### src/rtl/burst_pre_pkg.sv
package burst_pre_pkg;
  localparam logic [2:0] CMD_NOP = 3'd0;
  localparam logic [2:0] CMD_ACT = 3'd1;
  localparam logic [2:0] CMD_RD  = 3'd2;
  localparam logic [2:0] CMD_WR  = 3'd3;
  localparam logic [2:0] CMD_PRE = 3'd4;

  typedef enum logic [2:0] {
    ST_IDLE,
    ST_ACT,
    ST_COL,
    ST_WAIT_PRE,
    ST_WAIT_RP
  } seq_state_e;
endpackage

### src/rtl/bps_timer.sv
module bps_timer #(
  parameter int TW = 6
) (
  input  logic          clk_i,
  input  logic          rst_ni,
  input  logic          load_i,
  input  logic [TW-1:0] val_i,
  output logic          done_o
);
  logic [TW-1:0] cnt_q;

  always_ff @(posedge clk_i or negedge rst_ni) begin
    if (!rst_ni)            cnt_q <= '0;
    else if (load_i)        cnt_q <= val_i;
    else if (cnt_q != '0)   cnt_q <= cnt_q - 1'b1;
  end

  assign done_o = (cnt_q == '0);
endmodule

### src/rtl/bps_delay.sv
module bps_delay #(
  parameter int DEPTH = 1,
  parameter int W     = 1
) (
  input  logic         clk_i,
  input  logic         rst_ni,
  input  logic [W-1:0] d_i,
  output logic [W-1:0] q_o
);
  logic [W-1:0] pipe_q [DEPTH];

  for (genvar i = 0; i < DEPTH; i++) begin : g_stage
    if (i == 0) begin : g_head
      always_ff @(posedge clk_i or negedge rst_ni) begin
        if (!rst_ni) pipe_q[0] <= '0;
        else         pipe_q[0] <= d_i;
      end
    end else begin : g_tail
      always_ff @(posedge clk_i or negedge rst_ni) begin
        if (!rst_ni) pipe_q[i] <= '0;
        else         pipe_q[i] <= pipe_q[i-1];
      end
    end
  end

  assign q_o = pipe_q[DEPTH-1];
endmodule

### src/rtl/bps_slot_gen.sv
// Emits one beat slot per cycle starting on the column command cycle.
// Read slots stop on the precharge cycle; write slots always run BL.
module bps_slot_gen #(
  parameter int BL = 4,
  localparam int CW = $clog2(BL + 1),
  localparam int IW = $clog2(BL)
) (
  input  logic          clk_i,
  input  logic          rst_ni,
  input  logic          start_i,
  input  logic          write_i,
  input  logic [CW-1:0] beats_i,
  input  logic          kill_i,
  output logic          slot_o,
  output logic          wr_o,
  output logic [IW-1:0] idx_o,
  output logic          mask_o,
  output logic [CW-1:0] sent_o,
  output logic          busy_o
);
  logic          busy_q, wr_q;
  logic [IW-1:0] cnt_q;
  logic [CW-1:0] n_q, sent_q, n_cur;
  logic          kill_rd;

  assign wr_o    = start_i ? write_i : wr_q;
  assign idx_o   = start_i ? '0 : cnt_q;
  assign n_cur   = start_i ? beats_i : n_q;
  assign kill_rd = kill_i & ~wr_o;
  assign slot_o  = (start_i | busy_q) & ~kill_rd;
  assign mask_o  = wr_o & (CW'(idx_o) >= n_cur);
  assign sent_o  = sent_q;
  assign busy_o  = busy_q;

  always_ff @(posedge clk_i or negedge rst_ni) begin
    if (!rst_ni) begin
      busy_q <= 1'b0;
      wr_q   <= 1'b0;
      cnt_q  <= '0;
      n_q    <= '0;
      sent_q <= '0;
    end else if (start_i) begin
      wr_q   <= write_i;
      n_q    <= beats_i;
      sent_q <= CW'(1);
      busy_q <= (BL > 1);
      cnt_q  <= IW'(1);
    end else if (busy_q) begin
      if (kill_rd) begin
        busy_q <= 1'b0;
      end else begin
        sent_q <= sent_q + 1'b1;
        cnt_q  <= cnt_q + 1'b1;
        if (cnt_q == IW'(BL - 1)) busy_q <= 1'b0;
      end
    end
  end
endmodule

### src/rtl/burst_pre_sched.sv
module burst_pre_sched
  import burst_pre_pkg::*;
#(
  parameter int BL = 4,
  parameter int CL = 2,
  parameter int TW = 6,
  localparam int CW = $clog2(BL + 1),
  localparam int IW = $clog2(BL)
) (
  input  logic          clk_i,
  input  logic          rst_ni,
  input  logic          req_valid_i,
  input  logic          req_write_i,
  input  logic [CW-1:0] req_beats_i,
  output logic          req_ready_o,
  input  logic [TW-1:0] t_ras_i,
  input  logic [TW-1:0] t_rp_i,
  input  logic [TW-1:0] t_dpl_i,
  output logic [2:0]    cmd_o,
  output logic          wr_beat_o,
  output logic [IW-1:0] wr_idx_o,
  output logic          wr_mask_o,
  output logic          rd_beat_o,
  output logic [IW-1:0] rd_idx_o
);
  localparam int WL  = 1;
  localparam int RDW = 1 + IW;
  localparam int WRW = 2 + IW;

  seq_state_e    state_q, state_d;
  logic          wr_q, dpl_armed_q;
  logic [CW-1:0] n_q, beats_cl;
  logic          ras_done, rp_done, dpl_done, dpl_load, pre_ok;
  logic          col_start, pre_issue;
  logic [TW-1:0] ras_val, rp_val;
  logic          slot, slot_wr, slot_mask, slot_busy;
  logic [IW-1:0] slot_idx;
  logic [CW-1:0] slot_sent;
  logic [RDW-1:0] rd_in, rd_out;
  logic [WRW-1:0] wr_in, wr_out;

  always_comb begin
    if (req_beats_i == '0)              beats_cl = CW'(1);
    else if (req_beats_i > CW'(BL))     beats_cl = CW'(BL);
    else                                beats_cl = req_beats_i;
  end

  // Timers are programmed one short so "done" marks the first legal cycle.
  assign ras_val = (t_ras_i == '0) ? '0 : t_ras_i - 1'b1;
  assign rp_val  = (t_rp_i  == '0) ? '0 : t_rp_i  - 1'b1;

  assign pre_ok = ras_done &
                  (wr_q ? (dpl_armed_q & dpl_done) : (slot_sent >= n_q));

  always_comb begin
    state_d = state_q;
    cmd_o   = CMD_NOP;
    case (state_q)
      ST_IDLE:     if (req_valid_i) state_d = ST_ACT;
      ST_ACT: begin
        cmd_o   = CMD_ACT;
        state_d = ST_COL;
      end
      ST_COL: begin
        cmd_o   = wr_q ? CMD_WR : CMD_RD;
        state_d = ST_WAIT_PRE;
      end
      ST_WAIT_PRE: if (pre_ok) begin
        cmd_o   = CMD_PRE;
        state_d = ST_WAIT_RP;
      end
      ST_WAIT_RP:  if (rp_done && !slot_busy) state_d = ST_IDLE;
      default:     state_d = ST_IDLE;
    endcase
  end

  assign req_ready_o = (state_q == ST_IDLE);
  assign col_start   = (state_q == ST_COL);
  assign pre_issue   = (cmd_o == CMD_PRE);
  assign dpl_load    = wr_beat_o & (CW'(wr_idx_o) == n_q - CW'(1));

  always_ff @(posedge clk_i or negedge rst_ni) begin
    if (!rst_ni) begin
      state_q     <= ST_IDLE;
      wr_q        <= 1'b0;
      n_q         <= CW'(1);
      dpl_armed_q <= 1'b0;
    end else begin
      state_q <= state_d;
      if (req_ready_o && req_valid_i) begin
        wr_q <= req_write_i;
        n_q  <= beats_cl;
      end
      if (col_start)     dpl_armed_q <= 1'b0;
      else if (dpl_load) dpl_armed_q <= 1'b1;
    end
  end

  bps_timer #(.TW(TW)) u_ras (
    .clk_i, .rst_ni, .load_i(state_q == ST_ACT), .val_i(ras_val), .done_o(ras_done)
  );
  bps_timer #(.TW(TW)) u_rp (
    .clk_i, .rst_ni, .load_i(pre_issue), .val_i(rp_val), .done_o(rp_done)
  );
  bps_timer #(.TW(TW)) u_dpl (
    .clk_i, .rst_ni, .load_i(dpl_load), .val_i(t_dpl_i), .done_o(dpl_done)
  );

  bps_slot_gen #(.BL(BL)) u_slots (
    .clk_i, .rst_ni,
    .start_i(col_start), .write_i(wr_q), .beats_i(n_q), .kill_i(pre_issue),
    .slot_o(slot), .wr_o(slot_wr), .idx_o(slot_idx), .mask_o(slot_mask),
    .sent_o(slot_sent), .busy_o(slot_busy)
  );

  assign rd_in = {slot & ~slot_wr, slot_idx};
  assign wr_in = {slot & slot_wr, slot_idx, slot_mask};

  bps_delay #(.DEPTH(CL), .W(RDW)) u_rd_lat (.clk_i, .rst_ni, .d_i(rd_in), .q_o(rd_out));
  bps_delay #(.DEPTH(WL), .W(WRW)) u_wr_lat (.clk_i, .rst_ni, .d_i(wr_in), .q_o(wr_out));

  assign {rd_beat_o, rd_idx_o}            = rd_out;
  assign {wr_beat_o, wr_idx_o, wr_mask_o} = wr_out;
endmodule

### config.mk
export PLATFORM = sky130hd
export DESIGN_NAME = burst_pre_sched
export DESIGN_NICKNAME = d
export VERILOG_FILES = /design/src/rtl/burst_pre_pkg.sv /design/src/rtl/bps_timer.sv /design/src/rtl/bps_delay.sv /design/src/rtl/bps_slot_gen.sv /design/src/rtl/burst_pre_sched.sv
export SDC_FILE = /design/constraint.sdc
export NUM_CORES = 1
export LEC_CHECK = 0
export ABC_AREA = 1
export CAP_MARGIN = 20
export CELL_PAD_IN_SITES_DETAIL_PLACEMENT = 0
export CELL_PAD_IN_SITES_GLOBAL_PLACEMENT = 2
export CORE_MARGIN = 1
export CORE_UTILIZATION = 29
export DETAILED_ROUTE_END_ITERATION = 12
export PLACE_DENSITY = 0.87
export SLEW_MARGIN = 25
export SYNTH_ARGS = -nofsm -noshare
export SYNTH_HDL_FRONTEND = slang
export SYNTH_SLANG_ARGS = --single-unit
### constraint.sdc
create_clock -name clk_i -period 1.5 [get_ports clk_i]
set_input_delay 0.375 -clock clk_i [delete_from_list [all_inputs] [get_ports clk_i]]
set_output_delay 0.375 -clock clk_i [all_outputs]
set_load 0.1 [all_outputs]
==> metrics.cfg, run 1 <==
[status]
status = complete, but fails checks
violations = setup timing

[placed_design]
hpwlAfterDp_um = 4660
gp_congestion = 0.795
port-buffer-count = 35
place_inst = 519

[global_route]
grt_pass1_vias = 2335
gr-total-overflow = 0
antenna_found_initial = 0
grtUsageTotal = 0.141
grt_max_degree = 45
grt_pass1_wl_um = 10800

[logic_synthesis]
syn_area_per_cell_sq_um = 8.13
synth-seq-area-share = 0.419
ys_types = 33
ys_seq_elements = 44
syn-num-nets = 366
syn_area_sq_mm = 0.00263
yosys_warnings = 0
netlist_instances = 324

[die]
dieArea_sq_mm = 0.00947
num_rows = 34
chipHeight_um = 97.3
initial_utilization = 0.301
pin_count = 36
core_area_sq_mm = 0.00876
die_x_um = 97.3

[timing]
period_needed_ns = 2.07
tns_ns = -4.61
setup_violations = 27
rsz0062_at_grt = true
fmax_ghz = 0.483
drv_slew = 0
fin_crit_sh = 1.38
hold_ws_ns = 0.0348
setup_slack_ns = -0.570
tightest_slew_ns = 0.294
fin_skew_ns = 0.00889
maxSlewHeadroom = 0.803
finalHoldViolCount = 0

[power_and_ir_drop]
swShare = 0.290
p_leak_nw = 2.07
seqPwrFrac = 0.459
irDropWorstVdd_v = 0.000362
clockPowerShare = 0.267
switchingPower_w = 0.000845
comb_power_share = 0.273
p_per_area_mw_per_mm2 = 696
power_w = 0.00292
p_int_w = 0.00207

[route]
totalWireLength_um = 6550
drc = 0
drt_first_iter_violations = 98
final_antenna_net_count = 0
vias_per_cell = 4.45
drt-pass1-iter-count = 4
wire_per_inst_um = 12.1
vias = 2397

[clocking]
hold_buffers = 0
h-tree-depth = 2
cts_buffers = 5
clk_latency_ns = 0.30
ctsRootBufferMaster = clkbuf_8
cts_tree = built
clk_pin_slew_worst_paths_ns = 0.09
clock-sinks = 44
cts.path.max_buffers = 2

[job]
cap_violations = 0

[hold_path]
hold_path.class = in2async

[setup_path]
crit_path_end_kind = output port
cp-start-kind = register
critical-path-top-cell-by-count = nand3_2
cp.required_ns = 1.12
crit_slowest_cell = dfrtp_1
cp_top_family = simple AND/OR/NAND/NOR gates
cp_slowest_stage_delay_ns = 0.42
cp_max_fo = 3
crit_buf_inv = 1
worstSetupPathType = reg2out
worstPathCellList = ha_4 -> nand3_2 -> nand4_1 -> nand3_2 -> nor2_4 -> buf_12
arrival_ns = 1.69

[finish]
drive_gt1_frac = 0.411
fin_cells = 539
fillers = 814
syn_to_final_growth_pct = 59.0
layout.nets = 472
antenna_cells = 0

-- synth_stat cells, drive strengths merged --
cell,instances,area (sq um)
or2,2,12.5
nand2,63,249
inv,56,210
nand3b,1,7.51
o22ai,2,12.5
nand3,26,155
a21boi,1,7.51
nor2,37,171
dfrtp,43,1080
a22oi,1,7.51
nor3,6,51.3
a31oi,1,6.26
nand4,5,31.3
xnor2,8,70.1
o211ai,3,22.5
a31o,1,8.76
o21ai,26,141
buf,4,30.0
xor2,6,52.6
a21oi,13,65.1
or3,1,6.26
dfstp,1,26.3
ha,17,213
-- worst paths after layout --
| check | start | endpoint | slack [ns] | cells past startpoint |
|---|---|---|---|---|
| max reg2reg | state_q[0] | u_wr_lat.q_o[0] | -0.23 | 11 |
| min in group clk_i | u_rd_lat.pipe_q[5] | u_rd_lat.q_o[2] | 0.36 | 0 |
| max | u_slots.sent_o[2] | cmd_o[2] | -0.57 | 6 |
| max in group asynchronous | rst_ni | n_q[0] | 1.19 | 2 |
| min | rst_ni | u_rd_lat.q_o[1] | 0.03 | 2 |
| min reg2reg | u_rd_lat.pipe_q[5] | u_rd_lat.q_o[2] | 0.36 | 0 |
-- cells in the final DEF, fill, tap and decap left out, types with 4 or more instances in the layout --
cell type        count
buf_12              12
inv_2               12
nand3_1             17
ha_1                10
dfrtp_1             41
ha_4                 6
inv_1               41
buf_4               56
a21oi_1              8
o21ai_0              9
nand2_4              8
nor2_1              25
nor2_2               8
nor2_4               4
xor2_1               6
o21ai_1              9
clkdlybuf4s50_1     23
buf_6               11
a21oi_2              4
nand2_1             41
xnor2_1              8
o21ai_2              7
nand4_1              5
nand2_2             12
clkbuf_8             6
nand3_2              7
-- power by group through the flow --
| stage | combinational [W] | clock, W | sequential (W) |
|---|---|---|---|
| after global placement | 0.000729 | 0 | 0.00135 |
| after global routing | 0.000906 | 0.000865 | 0.00135 |
| after floorplan | 0.000386 | 0 | 0.00136 |
| final | 0.000798 | 0.000779 | 0.00134 |
| after CTS | 0.000751 | 0.000813 | 0.00134 |
| after detailed placement | 0.000741 | 0 | 0.00136 |
-- per-stage QoR --
| stage | area [sq um] | setup WS [ns] | utilization |
|---|---|---|---|
| 3_3_place_gp | 3700 | -0.261 | 0.422 |
| 3_5_place_dp | 3700 | -0.284 | 0.422 |
| 4_1_cts | 4010 | -0.554 | 0.457 |
| 6_report | 4190 | -0.570 | 0.478 |
| 2_1_floorplan | 2710 | -0.624 | - |
| 5_1_grt | 4190 | -0.651 | 0.478 |
-- metal layers --
layer | vias up | wire [um] | GRT usage
li1 | 1253 | - | -
met1 | 1107 | 2930 | 0.179
met2 | 32 | 3370 | 0.244
met3 | 5 | 162 | 0.0245
met4 | 0 | 79 | 0.0441
met5 | - | 0 | 0
-- worst reg2reg max path, delay by kind of cell, from the launching register on --
family,cells,cell delay [ns]
AND/OR/NAND/NOR,4,0.42
adder cells (fa/ha/maj),1,0.25
AO/OA/AOI/OAI,2,0.26
buffers and inverters,4,0.31
flip-flops,1,0.40
-- layout make-up --
class                           count  area, sq um  area share
Clock inverter                      2         10.0     0.00239
Clock buffer                        6         82.6      0.0197
Tap cell                          108          135      0.0323
Timing Repair Buffer              103         1020       0.243
Inverter                           56          230      0.0550
Sequential cell                    44         1100       0.264
Multi-Input combinational cell    220         1610       0.384
-- cells by family (layout without fill, tap and decap cells) --
kind of cell               Yosys count  count (layout)  share of synthesized area
AOI/OAI and AO/OA                   48              48                      0.103
xor gates and xnor gates            14              14                     0.0466
adders and majority gates           17              17                     0.0808
buffers and inverters               60             167                     0.0912
DFF                                 44              44                      0.419
and+or+nand+nor                    141             141                      0.260
-- registers in the layout (all words and copies together), names as in the netlist --
name and flops:
u_rd_lat.q_o 3, u_slots.cnt_q 2, u_wr_lat.q_o 4, state_q 3, wr_q 1, u_slots.busy_o 1, u_rd_lat.pipe_q 1, u_rp.cnt_q 6
u_slots.wr_q 1, u_slots.sent_o 3, n_q 3, dpl_armed_q 1, u_ras.cnt_q 6, u_slots.n_q 3, u_dpl.cnt_q 6
-- what timing repair did --
action / CTS / global route
gates cloned: 0 / 0
setup endpoints to repair: 27 / 33
buffers inserted: 8 / 8
pin swaps: 14 / 17
resized for setup: 42 / 42
(Power assumes the default switching activity.)
==> run 2, diff against run 1 <==
- REMOVE_ABC_BUFFERS: not set -> 1
==> run 2 against run 1 <==
Effect of this change:
- the run still ends with setup timing left
- critical path type unchanged
- die area is the same
- sequential share of layout area down 1.3 points
- count of clock-buffer cells in the layout grew 1
- routed wire length up 2.0%
- critical endpoint unchanged
- clock power grew 28%
- cell area up 4.8%
==> metrics.cfg, run 2 (synthesis gave the netlist of run 1 again) <==
[finish]
fin_area_sq_mm = 0.00439  ; +4.8%
fin_cells = 548  ; +1.7%
regArea_sq_mm = 0.00110  ; -0.23%
antenna_cells = 0  ; unchanged
multi_input_area_sq_mm = 0.00170  ; +5.8%
layout.nets = 481  ; +1.9%
final_common_cell = buf_4
mostFrequentLayoutCells = 61 x buf_4, 43 x dfrtp_1, 40 x inv_1
drive_gt1_frac = 0.452  ; +0.0416
fillers = 805  ; -1.1%
syn_to_final_growth_pct = 66.7
final_core_util = 0.501  ; +0.0231
top_regs = u_dpl.cnt_q (6), u_ras.cnt_q (6), u_rp.cnt_q (6)

[die]
initial_utilization = 0.301  ; unchanged
pin_count = 36  ; unchanged
die_x_um = 97.3  ; unchanged
num_rows = 34  ; unchanged
dieArea_sq_mm = 0.00947  ; unchanged
chipHeight_um = 97.3  ; unchanged
core_area_sq_mm = 0.00876  ; unchanged

[clocking]
cts_buffers = 5  ; unchanged
clk_latency_ns = 0.30  ; about the same
ctsRootBufferMaster = clkbuf_8
cts_tree = built
clock-sinks = 44  ; unchanged
cts.path.max_buffers = 2  ; unchanged
clk_pin_slew_worst_paths_ns = 0.08  ; about the same
h-tree-depth = 2  ; unchanged

[hold_path]
hold_path.class = reg2reg

[global_route]
grt_pass1_vias = 2462  ; +5.4%
grt_pass1_wl_um = 11000  ; +1.7%
gr-total-overflow = 0  ; unchanged
antenna_found_initial = 0  ; unchanged
grtUsageTotal = 0.142  ; +0.00128
grt_max_degree = 27  ; -40%

[timing]
tightest_slew_ns = 0.265  ; -0.0290 ns
fmax_ghz = 0.484  ; +0.24%
setup_violations = 32  ; +19%
rsz0062_at_grt = true
period_needed_ns = 2.06  ; -0.00490 ns
setup_slack_ns = -0.565  ; +0.00490 ns
fin_skew_ns = 0.00709  ; -0.00180 ns
drv_slew = 0  ; unchanged
fin_crit_sh = 1.38  ; -0.00326
maxSlewHeadroom = 0.821  ; +0.0190
finalHoldViolCount = 0  ; unchanged

[placed_design]
gp_congestion = 0.774  ; -2.6%
hpwlAfterDp_um = 4790  ; +2.8%
port-buffer-count = 35  ; unchanged
place_inst = 520  ; +0.19%
place_area_sq_mm = 0.00363  ; -1.8%
dp_slack_ns = -0.292  ; -0.00750 ns

[status]
violations = setup timing
status = complete, but fails checks

[power_and_ir_drop]
irDropWorstVdd_v = 0.000408  ; +13%
power_w = 0.00354  ; +21%
p_per_area_mw_per_mm2 = 806  ; +16%
p_leak_nw = 2.16  ; +4.4%

[route]
vias_per_cell = 4.49  ; +0.98%
drc = 0  ; unchanged
final_antenna_net_count = 0  ; unchanged
wire_per_inst_um = 12.2  ; +0.31%
drt-pass1-iter-count = 4  ; unchanged
drt_first_iter_violations = 74  ; -24%
totalWireLength_um = 6680  ; +2.0%
vias = 2461  ; +2.7%

[setup_path]
worstSetupPathType = reg2out
crit_path_end_kind = output port
cp_max_fo = 3  ; unchanged
critical-path-top-cell-by-count = nand3_2
cp.required_ns = 1.12  ; about the same
arrival_ns = 1.69  ; about the same
cp_slowest_stage_delay_ns = 0.41  ; about the same
crit_slowest_cell = dfrtp_1
crit_buf_inv = 1  ; unchanged
worstPathCellList = ha_4 -> nand3_2 -> nand4_1 -> nand3_2 -> nor2_4 -> buf_12
cp_top_family = simple AND/OR/NAND/NOR gates
cp-start-kind = register

[job]
cap_violations = 0  ; unchanged

## run 2: cell type report
type / count / area share
inverters: 56 / 0.0507
flip-flops and latches: 44 / 0.251
clock inverters: 1 / 0.00684
repair buffers: 112 / 0.252
clock buffers: 7 / 0.0219
well taps: 108 / 0.0308
multi-input cells: 220 / 0.387
## run 2: timing repair
| action | 4_1_cts | 5_1_grt |
|---|---|---|
| endpoints found under the setup margin | 27 | 34 |
| buffers inserted | 11 | 13 |
| hold buffers | 1 | 0 |
| pin swaps | 14 | 31 |
| endpoints found under the hold margin | 3 | 0 |
| gates resized for setup | 58 | 80 |
## run 2: per-stage QoR
step | TNS [ns] | hold slack, ns
after global routing | -8.90 | 0.374
after CTS | -5.75 | 0.361
final | -5.62 | 0.357
after detailed placement | -5.33 | 0.220
after floorplan | -16.39 | 0.0794
after global placement | -4.60 | 0.222
## run 2: final timing paths
kind | startpoint | to | slack, ns | cells after the start
min in group asynchronous | rst_ni | u_rd_lat.q_o[1] | 0.44 | 2
max in group asynchronous | rst_ni | u_rd_lat.pipe_q[5] | 0.64 | 3
hold / removal | u_rd_lat.pipe_q[5] | u_rd_lat.q_o[2] | 0.36 | 0
setup / recovery | u_slots.sent_o[2] | cmd_o[2] | -0.56 | 6
setup reg to reg | u_ras.cnt_q[1] | u_slots.cnt_q[0] | -0.26 | 12
hold reg to reg | u_rd_lat.pipe_q[5] | u_rd_lat.q_o[2] | 0.36 | 0
## run 2: per-layer routing
| metal | vias up | routed length (um) | GRT usage |
|---|---|---|---|
| li1 | 1267 | - | - |
| met1 | 1153 | 2890 | 0.176 |
| met2 | 35 | 3510 | 0.253 |
| met3 | 6 | 183 | 0.0259 |
| met4 | 0 | 97 | 0.0396 |
| met5 | - | 0 | 0 |
## run 2: power breakdown
part           total (W)  switching, W  leakage [nW]  internal, W
clock network   0.000996      0.000408        0.0645     0.000588
registers        0.00135     0.0000744         0.546      0.00127
logic            0.00120      0.000546          1.55     0.000649
total            0.00354       0.00103          2.16      0.00251
==> run 3, diff against run 2 <==
- CORE_MARGIN: 1 -> not set
==> results of run 3 <==
The final DEF is identical to that of run 2; final timing and power are the same.
